File: config.mk
export PLATFORM = sky130hd
export DESIGN_NAME = gpp_ganged_power_ctrl
export DESIGN_NICKNAME = d
export VERILOG_FILES = /design/src/rtl/gpp_pkg.sv /design/src/rtl/gpp_oc_monitor.sv /design/src/rtl/gpp_power_mask.sv /design/src/rtl/gpp_status_lamp.sv /design/src/rtl/gpp_ganged_power_ctrl.sv
export SDC_FILE = /design/constraint.sdc
export NUM_CORES = 1
export LEC_CHECK = 0
export BUFFER_PORTS_ARGS = -buffer_cell sky130_fd_sc_hd__buf_2
export CAP_MARGIN = 30
export CORE_ASPECT_RATIO = 0.5
export CORE_MARGIN = 2
export CORE_UTILIZATION = 30
export DETAILED_ROUTE_END_ITERATION = 7
export PLACE_DENSITY = 0.53
export SLEW_MARGIN = 20
export SYNTH_ARGS = -nofsm -noshare
export SYNTH_HDL_FRONTEND = slang
export SYNTH_SLANG_ARGS = --single-unit
export TNS_END_PERCENT = 30
File: constraint.sdc
create_clock -name clk -period 2.7 [get_ports clk]
set_input_delay 0.27 -clock clk [delete_from_list [all_inputs] [get_ports clk]]
set_output_delay 0.27 -clock clk [all_outputs]
set_load 0.02 [all_outputs]
File: src/rtl/gpp_pkg.sv
package gpp_pkg;

  typedef enum logic {
    LAMP_STEADY = 1'b0,
    LAMP_BLINK  = 1'b1
  } lamp_mode_e;

  // Cycles per half blink period, never below one.
  function automatic int unsigned blink_half_cycles(input int unsigned clk_hz,
                                                    input int unsigned blink_hz);
    int unsigned half;
    half = clk_hz / (2 * blink_hz);
    return (half < 1) ? 1 : half;
  endfunction

  // Lamp level chosen from the mode, the blink phase and the hub state.
  function automatic logic lamp_level(input lamp_mode_e mode, input logic phase,
                                      input logic enum_f, input logic susp_f);
    return (mode == LAMP_BLINK) ? phase : (enum_f & ~susp_f);
  endfunction

endpackage

File: src/rtl/gpp_oc_monitor.sv
module gpp_oc_monitor #(
  parameter int unsigned SYNC_STAGES = 2
) (
  input  logic clk,
  input  logic rst_n,
  input  logic oc_n,
  input  logic chg_clr,
  output logic oc_active,
  output logic oc_entry,
  output logic oc_change
);

  logic [SYNC_STAGES-1:0] sync_q;
  logic                   active_prev;

  // Synchronizer chain, idle level is high (no fault).
  genvar g;
  generate
    for (g = 0; g < SYNC_STAGES; g++) begin : g_sync
      if (g == 0) begin : g_first
        always_ff @(posedge clk or negedge rst_n) begin
          if (!rst_n) sync_q[0] <= 1'b1;
          else        sync_q[0] <= oc_n;
        end
      end else begin : g_next
        always_ff @(posedge clk or negedge rst_n) begin
          if (!rst_n) sync_q[g] <= 1'b1;
          else        sync_q[g] <= sync_q[g-1];
        end
      end
    end
  endgenerate

  assign oc_active = ~sync_q[SYNC_STAGES-1];
  assign oc_entry  = oc_active & ~active_prev;

  always_ff @(posedge clk or negedge rst_n) begin
    if (!rst_n) begin
      active_prev <= 1'b0;
      oc_change   <= 1'b0;
    end else begin
      active_prev <= oc_active;
      if (oc_entry)     oc_change <= 1'b1;
      else if (chg_clr) oc_change <= 1'b0;
    end
  end

  AST_CHG_ON_ENTRY: assert property (@(posedge clk) disable iff (!rst_n)
    oc_entry |=> oc_change);
  AST_CHG_STICKY: assert property (@(posedge clk) disable iff (!rst_n)
    (oc_change && !chg_clr) |=> oc_change);
  AST_ENTRY_SINGLE: assert property (@(posedge clk) disable iff (!rst_n)
    oc_entry |=> !oc_entry);

endmodule

File: src/rtl/gpp_power_mask.sv
module gpp_power_mask #(
  parameter int unsigned NUM_PORTS = 4,
  localparam int unsigned IDX_W = (NUM_PORTS < 2) ? 1 : $clog2(NUM_PORTS)
) (
  input  logic             clk,
  input  logic             rst_n,
  input  logic             set_stb,
  input  logic             clr_stb,
  input  logic [IDX_W-1:0] sel,
  input  logic             oc_active,
  output logic             pwr_en
);

  logic [NUM_PORTS-1:0] req_q;

  genvar p;
  generate
    for (p = 0; p < NUM_PORTS; p++) begin : g_port
      logic hit;
      assign hit = (sel == IDX_W'(p));
      always_ff @(posedge clk or negedge rst_n) begin
        if (!rst_n)               req_q[p] <= 1'b0;
        else if (oc_active)       req_q[p] <= 1'b0;
        else if (clr_stb && hit)  req_q[p] <= 1'b0;
        else if (set_stb && hit)  req_q[p] <= 1'b1;
      end
    end
  endgenerate

  assign pwr_en = |req_q;

  AST_RISE_NEEDS_SET: assert property (@(posedge clk) disable iff (!rst_n)
    (!pwr_en && !set_stb) |=> !pwr_en);
  AST_HOLD_NO_CLEAR: assert property (@(posedge clk) disable iff (!rst_n)
    (pwr_en && !oc_active && !clr_stb) |=> pwr_en);
  AST_FAULT_CUTS: assert property (@(posedge clk) disable iff (!rst_n)
    oc_active |=> !pwr_en);

endmodule

File: src/rtl/gpp_status_lamp.sv
module gpp_status_lamp
  import gpp_pkg::*;
#(
  parameter int unsigned HALF = 4,
  localparam int unsigned CNT_W = (HALF < 2) ? 1 : $clog2(HALF)
) (
  input  logic clk,
  input  logic rst_n,
  input  logic oc_entry,
  input  logic clr_stb,
  input  logic enumerated,
  input  logic suspend,
  output logic led
);

  lamp_mode_e       mode_q;
  logic [CNT_W-1:0] cnt_q;
  logic             phase_q;
  logic             enum_prev;
  logic             enum_rise;
  logic             blinking;
  logic             exit_req;
  logic             half_done;

  assign enum_rise = enumerated & ~enum_prev;
  assign blinking  = (mode_q == LAMP_BLINK);
  assign exit_req  = blinking & (clr_stb | enum_rise);
  assign half_done = (cnt_q == CNT_W'(HALF - 1));

  always_ff @(posedge clk or negedge rst_n) begin
    if (!rst_n) begin
      enum_prev <= 1'b0;
      mode_q    <= LAMP_STEADY;
      cnt_q     <= '0;
      phase_q   <= 1'b0;
    end else begin
      enum_prev <= enumerated;
      if (oc_entry) begin
        mode_q  <= LAMP_BLINK;
        cnt_q   <= '0;
        phase_q <= 1'b1;
      end else if (exit_req) begin
        mode_q  <= LAMP_STEADY;
        cnt_q   <= '0;
      end else if (blinking) begin
        if (half_done) begin
          cnt_q   <= '0;
          phase_q <= ~phase_q;
        end else begin
          cnt_q   <= cnt_q + 1'b1;
        end
      end
    end
  end

  assign led = lamp_level(mode_q, phase_q, enumerated, suspend);

  AST_BLINK_START: assert property (@(posedge clk) disable iff (!rst_n)
    oc_entry |=> (blinking && led));
  AST_BLINK_EXIT: assert property (@(posedge clk) disable iff (!rst_n)
    (exit_req && !oc_entry) |=> !blinking);
  AST_CNT_RANGE: assert property (@(posedge clk) disable iff (!rst_n)
    cnt_q <= CNT_W'(HALF - 1));
  AST_PHASE_HOLD: assert property (@(posedge clk) disable iff (!rst_n)
    (blinking && !half_done && !oc_entry && !exit_req) |=> $stable(phase_q));

endmodule

File: src/rtl/gpp_ganged_power_ctrl.sv
module gpp_ganged_power_ctrl #(
  parameter int unsigned NUM_PORTS   = 4,
  parameter int unsigned SYNC_STAGES = 2,
  parameter int unsigned CLK_HZ      = 12_000_000,
  parameter int unsigned BLINK_HZ    = 2
) (
  input  logic                         clk,
  input  logic                         rst_n,
  input  logic                         set_pwr_stb,
  input  logic                         clr_pwr_stb,
  input  logic [$clog2(NUM_PORTS)-1:0] port_sel,
  input  logic                         oc_n,
  input  logic                         enumerated,
  input  logic                         suspend,
  input  logic                         oc_chg_clr,
  output logic                         pwr_en,
  output logic                         oc_status,
  output logic                         oc_change,
  output logic                         led
);

  localparam int unsigned HALF = gpp_pkg::blink_half_cycles(CLK_HZ, BLINK_HZ);

  logic oc_active;
  logic oc_entry;

  gpp_oc_monitor #(.SYNC_STAGES(SYNC_STAGES)) u_oc (
    .clk       (clk),
    .rst_n     (rst_n),
    .oc_n      (oc_n),
    .chg_clr   (oc_chg_clr),
    .oc_active (oc_active),
    .oc_entry  (oc_entry),
    .oc_change (oc_change)
  );

  gpp_power_mask #(.NUM_PORTS(NUM_PORTS)) u_mask (
    .clk       (clk),
    .rst_n     (rst_n),
    .set_stb   (set_pwr_stb),
    .clr_stb   (clr_pwr_stb),
    .sel       (port_sel),
    .oc_active (oc_active),
    .pwr_en    (pwr_en)
  );

  gpp_status_lamp #(.HALF(HALF)) u_lamp (
    .clk        (clk),
    .rst_n      (rst_n),
    .oc_entry   (oc_entry),
    .clr_stb    (clr_pwr_stb),
    .enumerated (enumerated),
    .suspend    (suspend),
    .led        (led)
  );

  assign oc_status = oc_active;

  AST_CHANGE_WITH_CUT: assert property (@(posedge clk) disable iff (!rst_n)
    $rose(oc_change) |-> !pwr_en);

endmodule

# Yosys cells after proc, flatten, opt, wreduce, memory -nomap -nowiden
# Cells that the tools add are included.
classes:
  reduce_logical: 16
  multipliers: 0
  magnitude_cmp: 0
  eq_ne: 9
  n_addsub: 1
  n_div: 0
  n_shift: 0
  n_mux: 25
  bitwise_logic: 10
ops:
  columns: ["cell", "n"]
  rows:
  - ["$mux 22", 4]
  - ["$add 22x1->22 const B", 1]
  - ["$eq 22x22->1 const B", 1]
  - ["$mux 1", 21]
  - ["$ne 3x1->1 const B", 4]
  - ["$logic_and 1x1->1", 8]
  - ["$reduce_bool 2->1", 4]
  - ["$not 1->1", 5]
  - ["$and 1x1->1", 4]
  - ["$eq 2x2->1 const B", 2]
  - ["$reduce_or 4->1", 1]
  - ["$reduce_and 3->1", 1]
  - ["$reduce_bool 3->1", 1]
  - ["$eq 2x1->1 const B", 1]
  - ["$logic_not 2->1", 1]
  - ["$ne 2x2->1 const B", 1]
  - ["$or 1x1->1", 1]
word_totals:
  register_bits: 33
  memories: 0
  rom_bits: 0
  latch_bits: 0
  ramBits: 0

# Logic depth before layout (Yosys ltp)
depth:
  word_depth: 6
  depth_mapped: 7

# By module
# From an unflattened synthesis, not the netlist that was laid out.
unflattened:
  hier_cells: 180
  area_unflattened_um2: 1735.4
modules_own_cells:
  columns: ["mod", "instances", "cells_per_inst", "area_each_um2"]
  rows:
  - ["gpp_status_lamp", 1, 155, 1410.1]
  - ["gpp_power_mask", 1, 17, 198.9]
  - ["gpp_oc_monitor", 1, 8, 126.4]

# Worst setup path after synthesis
# OpenSTA, ideal clock, no wires.
synth_path:
  kind: "flip-flop to flip-flop"
  start: "register u_lamp.cnt_q[0]"
  end: "register u_lamp.phase_q"
  path_buffers: 1
  t_required_ns: 2.630
  t_arrival_ns: 2.034
  path_slack_ns: 0.596
  stages_incl_launch_ff: 8
  cell_sequence: "dfrtp_1 > ha_1 > nand3_2 > or4_4 > or2_4 > buf_6 > or3_1 > nand3_1"
synth_between:
  elab_chain_cells: 3
synth_rtl:
  columns: ["element", "line", "text"]
  rows:
  - ["start: declaration", "gpp_status_lamp.sv:17", "logic [CNT_W-1:0] cnt_q;"]
  - ["start signal: assignment", "gpp_status_lamp.sv:50", "cnt_q <= cnt_q + 1'b1;"]
  - ["$eq 22x22->1", "gpp_status_lamp.sv:28", "assign half_done = (cnt_q == CNT_W'(HALF - 1));"]
  - ["$reduce_bool 2->1 (no line)", null, null]
  - ["$reduce_and 3->1 (no line)", null, null]
  - ["end signal: assignment", "gpp_status_lamp.sv:48", "phase_q <= ~phase_q;"]
  - ["end: declaration", "gpp_status_lamp.sv:18", "logic phase_q;"]
# No other way between the ends.
# A chain may end at the register's enable or synchronous reset.

# Worst setup path after layout
layout_path:
  start: "register u_lamp.cnt_q[0]"
  end: "register u_lamp.cnt_q[10]"
layout_between:
  elab_chain_cells: 5
layout_rtl:
  columns: ["element", "line", "text"]
  rows:
  - ["$add 22x1->22 / $eq 22x22->1 (equally long branches)", "gpp_status_lamp.sv:50, gpp_status_lamp.sv:28", null]
  - ["$mux 22 *", "gpp_status_lamp.sv:46", "if (half_done) begin"]
  - ["$mux 22 *", "gpp_status_lamp.sv:45", "end else if (blinking) begin"]
  - ["$mux 22 *", "gpp_status_lamp.sv:42", "end else if (exit_req) begin"]
  - ["$mux 22 *", "gpp_status_lamp.sv:38", "if (oc_entry) begin"]
# Every way passes the cells marked *; elsewhere a longest branch is shown, timed or not. The select of a mux whose other input is x is not followed.

==> run_results.csv <==
group,metric,value,unit
floorplan,boundaryPins,14,
placed_design,pre_cts_ws,0.478,ns
floorplan,fp.dieH,59.0,um
synth,yosys-top-cells-area,"dfrtp_1 43%, a31oi_1 4.1%, nand2_1 3.9%",
cts,htree_levels,2,
synth,syn_inst,194,
detailed_routing,vias_per_cell,5.67,
timing,fin_ws,0.466,ns
cells_and_area,nNetsFinal,222,
detailed_routing,routed-wl-met3,171,um
synth,yosysTopAreaCellShare,42.7,%
worst_setup_path,cp-end-kind,"flip-flop",
cells_and_area,layout_common_cells,"31 x dfrtp_1, 19 x nand2_1, 14 x nor3_1",
synth,syn_area,1820,um2
timing,max_freq,448,MHz
timing,rsz0062_at_grt,"no",
floorplan,start_util,32.1,%
timing,period_share,82.8,%
worst_setup_path,r2r-start,"u_lamp.cnt_q[0]$_DFFE_PN0P_",
worst_hold_path,hold_class,"in2async",
synth,ys_warn_count,0,
status,status,"complete, no violations",
timing,setup_tns,0,ns
cts,cts.clk_slew.worst_paths,0.05,ns
worst_setup_path,worstSetupStartpoint,"u_lamp.cnt_q[0]$_DFFE_PN0P_",
cells_and_area,drive_gt1_share,15.6,%
cts,cts_buffer_depth,2,
synth,ys_seq_area_share,45.6,%
timing,holdWs,0.0538,ns
detailed_routing,drtIter0Drc,177,
synth,synth-async-reset-ratio,100,%
synth,ys_types,44,
timing,period_needed,2.23,ns
timing,drv_slew,0,
timing,finalHoldViolations,0,
timing,setup_viol,0,
detailed_routing,wl_met2,1990,um
grt,grt_pass1_wl,7620,um
timing,worst_slew_pin_slew,0.740,ns
detailed_routing,routed_wl,4420,um
power,max-vdd-ir-drop,502,uV
cts,cts_hold_buf,0,
synth,synth_area_leader_cell,"dfrtp_1",
placed_design,gp_congestion,0.807,
cells_and_area,stdcell_count,285,
power,p_total,1350,uW
placed_design,dpl.cell_count,277,
cts,clock_sinks,33,
grt,gr-usage-all-layers,14.6,%
synth,syn_nets,205,
synth,synth.avg_cell_area,9.36,um2
cts,cts_setup_buffers,0,
floorplan,dieArea,6730,um2
power,power.density,626,nW/um2
grt,grt_pass1_vias,1569,
timing,finClkSkew,0.00439,ns
grt,antenna_found_initial,0,
detailed_routing,ant_nets,0,
synth,synth_seq_cells,33,
cts,cts_resized,0,
grt,grt_start_max_net_pins,34,
detailed_routing,route.detailed.wl_per_inst,15.5,um
timing,relSlewSlack,50.7,%
detailed_routing,routed.top_layer,"met4",
power,leakagePower,0.000879,uW
detailed_routing,num_vias,1617,
flow_run,cap_violations,0,
worst_setup_path,cp_max_fo,13,
cts,numCtsBuffers,5,
synth,ys.flop_type,"dfrtp_1",
detailed_routing,route.detailed.drc,0,
grt,gr-total-overflow,0,
worst_setup_path,required,2.86,ns
cells_and_area,final_common_cell,"dfrtp_1",
worst_setup_path,cp.arrival,2.39,ns
floorplan,die-width,114,um
detailed_routing,first_pass_iters,4,
placed_design,io_buffers,13,
floorplan,rows,19,
detailed_routing,met1Wirelength,2190,um
cells_and_area,antenna_cells,0,
cts,insertion_delay,0.28,ns
worst_setup_path,start_kind,"flip-flop",
worst_setup_path,crit_type,"reg2reg",
cells_and_area,areaGrowthSynthToFinish,18.7,%
cts,cts_tree,"yes",
floorplan,core_area,5660,um2
cts,cts-root-buf,"clkbuf_16",
placed_design,hpwl,3080,um
synth,synth_edf_count,0,
==> power by group <==
part,switching (uW),internal (uW),leakage [uW]
clock network,205,526,0.0000938
registers,13.1,509,0.000438
logic,67.8,28.6,0.000347
==> area by class of cell <==
type | instances | area [um2]
Multi-Input combinational cell | 145 | 917
Clock inverter | 3 | 65.1
Timing Repair Buffer | 17 | 95.1
Clock buffer | 5 | 125
Fill cell | 568 | 3500
Inverter | 9 | 33.8
Sequential cell | 33 | 828
Tap cell | 73 | 91.3
==> cell families after synthesis <==
logic type	count (synthesis)	synth area share, %
AOI/OAI and AO/OA	56	23.4
buffers and inverters	16	3.86
DFF	33	45.6
adders and majority gates	1	0.689
and+or+nand+nor	88	26.5
==> synth_stat cells, types with 4 or more instances <==
cell	n
o21ba_1	6
clkbuf_1	4
nand4_1	8
a22o_1	4
nand2_1	19
o21ai_0	5
nor2_1	11
dfrtp_1	31
nand3_1	9
a311oi_1	4
o21a_1	5
o311ai_0	4
a31oi_1	12
nor3_1	14
inv_1	9
nor4_1	4
o31ai_1	4
==> registers in the layout, summed over array words and instances (netlist names) <==
register / flops
u_lamp.blinking: 1
u_lamp.cnt_q: 22
u_lamp.enum_prev: 1
u_lamp.phase_q: 1
u_mask.req_q: 4
u_oc.active_prev: 1
u_oc.oc_change: 1
u_oc.sync_q: 2
==> worst max-delay path: stages, from the launching register on <==
cell and delay [ns]:
dfrtp_1 0.43, ha_1 0.24, nand3_2 0.17, or4_4 0.53, o21ai_2 0.19, buf_4 0.22, nor3_1 0.07, a221o_1 0.27
==> worst paths after layout <==
kind / depth (start not counted) / endpoint / slack, ns
worst min register to register: 0 / u_oc.sync_q[1]$_DFF_PN1_ / 0.36
worst min-delay path: 1 / u_oc.oc_change$_DFFE_PN0P_ / 0.05
max in group asynchronous: 1 / u_lamp.cnt_q[3]$_DFFE_PN0P_ / 2.16
min in group clk: 1 / u_oc.sync_q[0]$_DFF_PN1_ / 0.09
worst max register to register: 7 / u_lamp.cnt_q[10]$_DFFE_PN0P_ / 0.47
worst max-delay path: 7 / u_lamp.cnt_q[10]$_DFFE_PN0P_ / 0.47
==> per-stage QoR <==
step,util [%],instance area [um2]
after detailed placement,34.7,1970
final,38.1,2160
after CTS,38.1,2160
after global routing,38.1,2160
after floorplan,-,1820
after global placement,34.7,1970
==> routing by layer <==
layer	GRT usage, %	vias to the layer above
li1	-	785
met1	19.7	781
met2	23.6	43
met3	3.07	8
met4	5.57	0
met5	0	-
No activity file was read; power rests on OpenSTA's default activity.
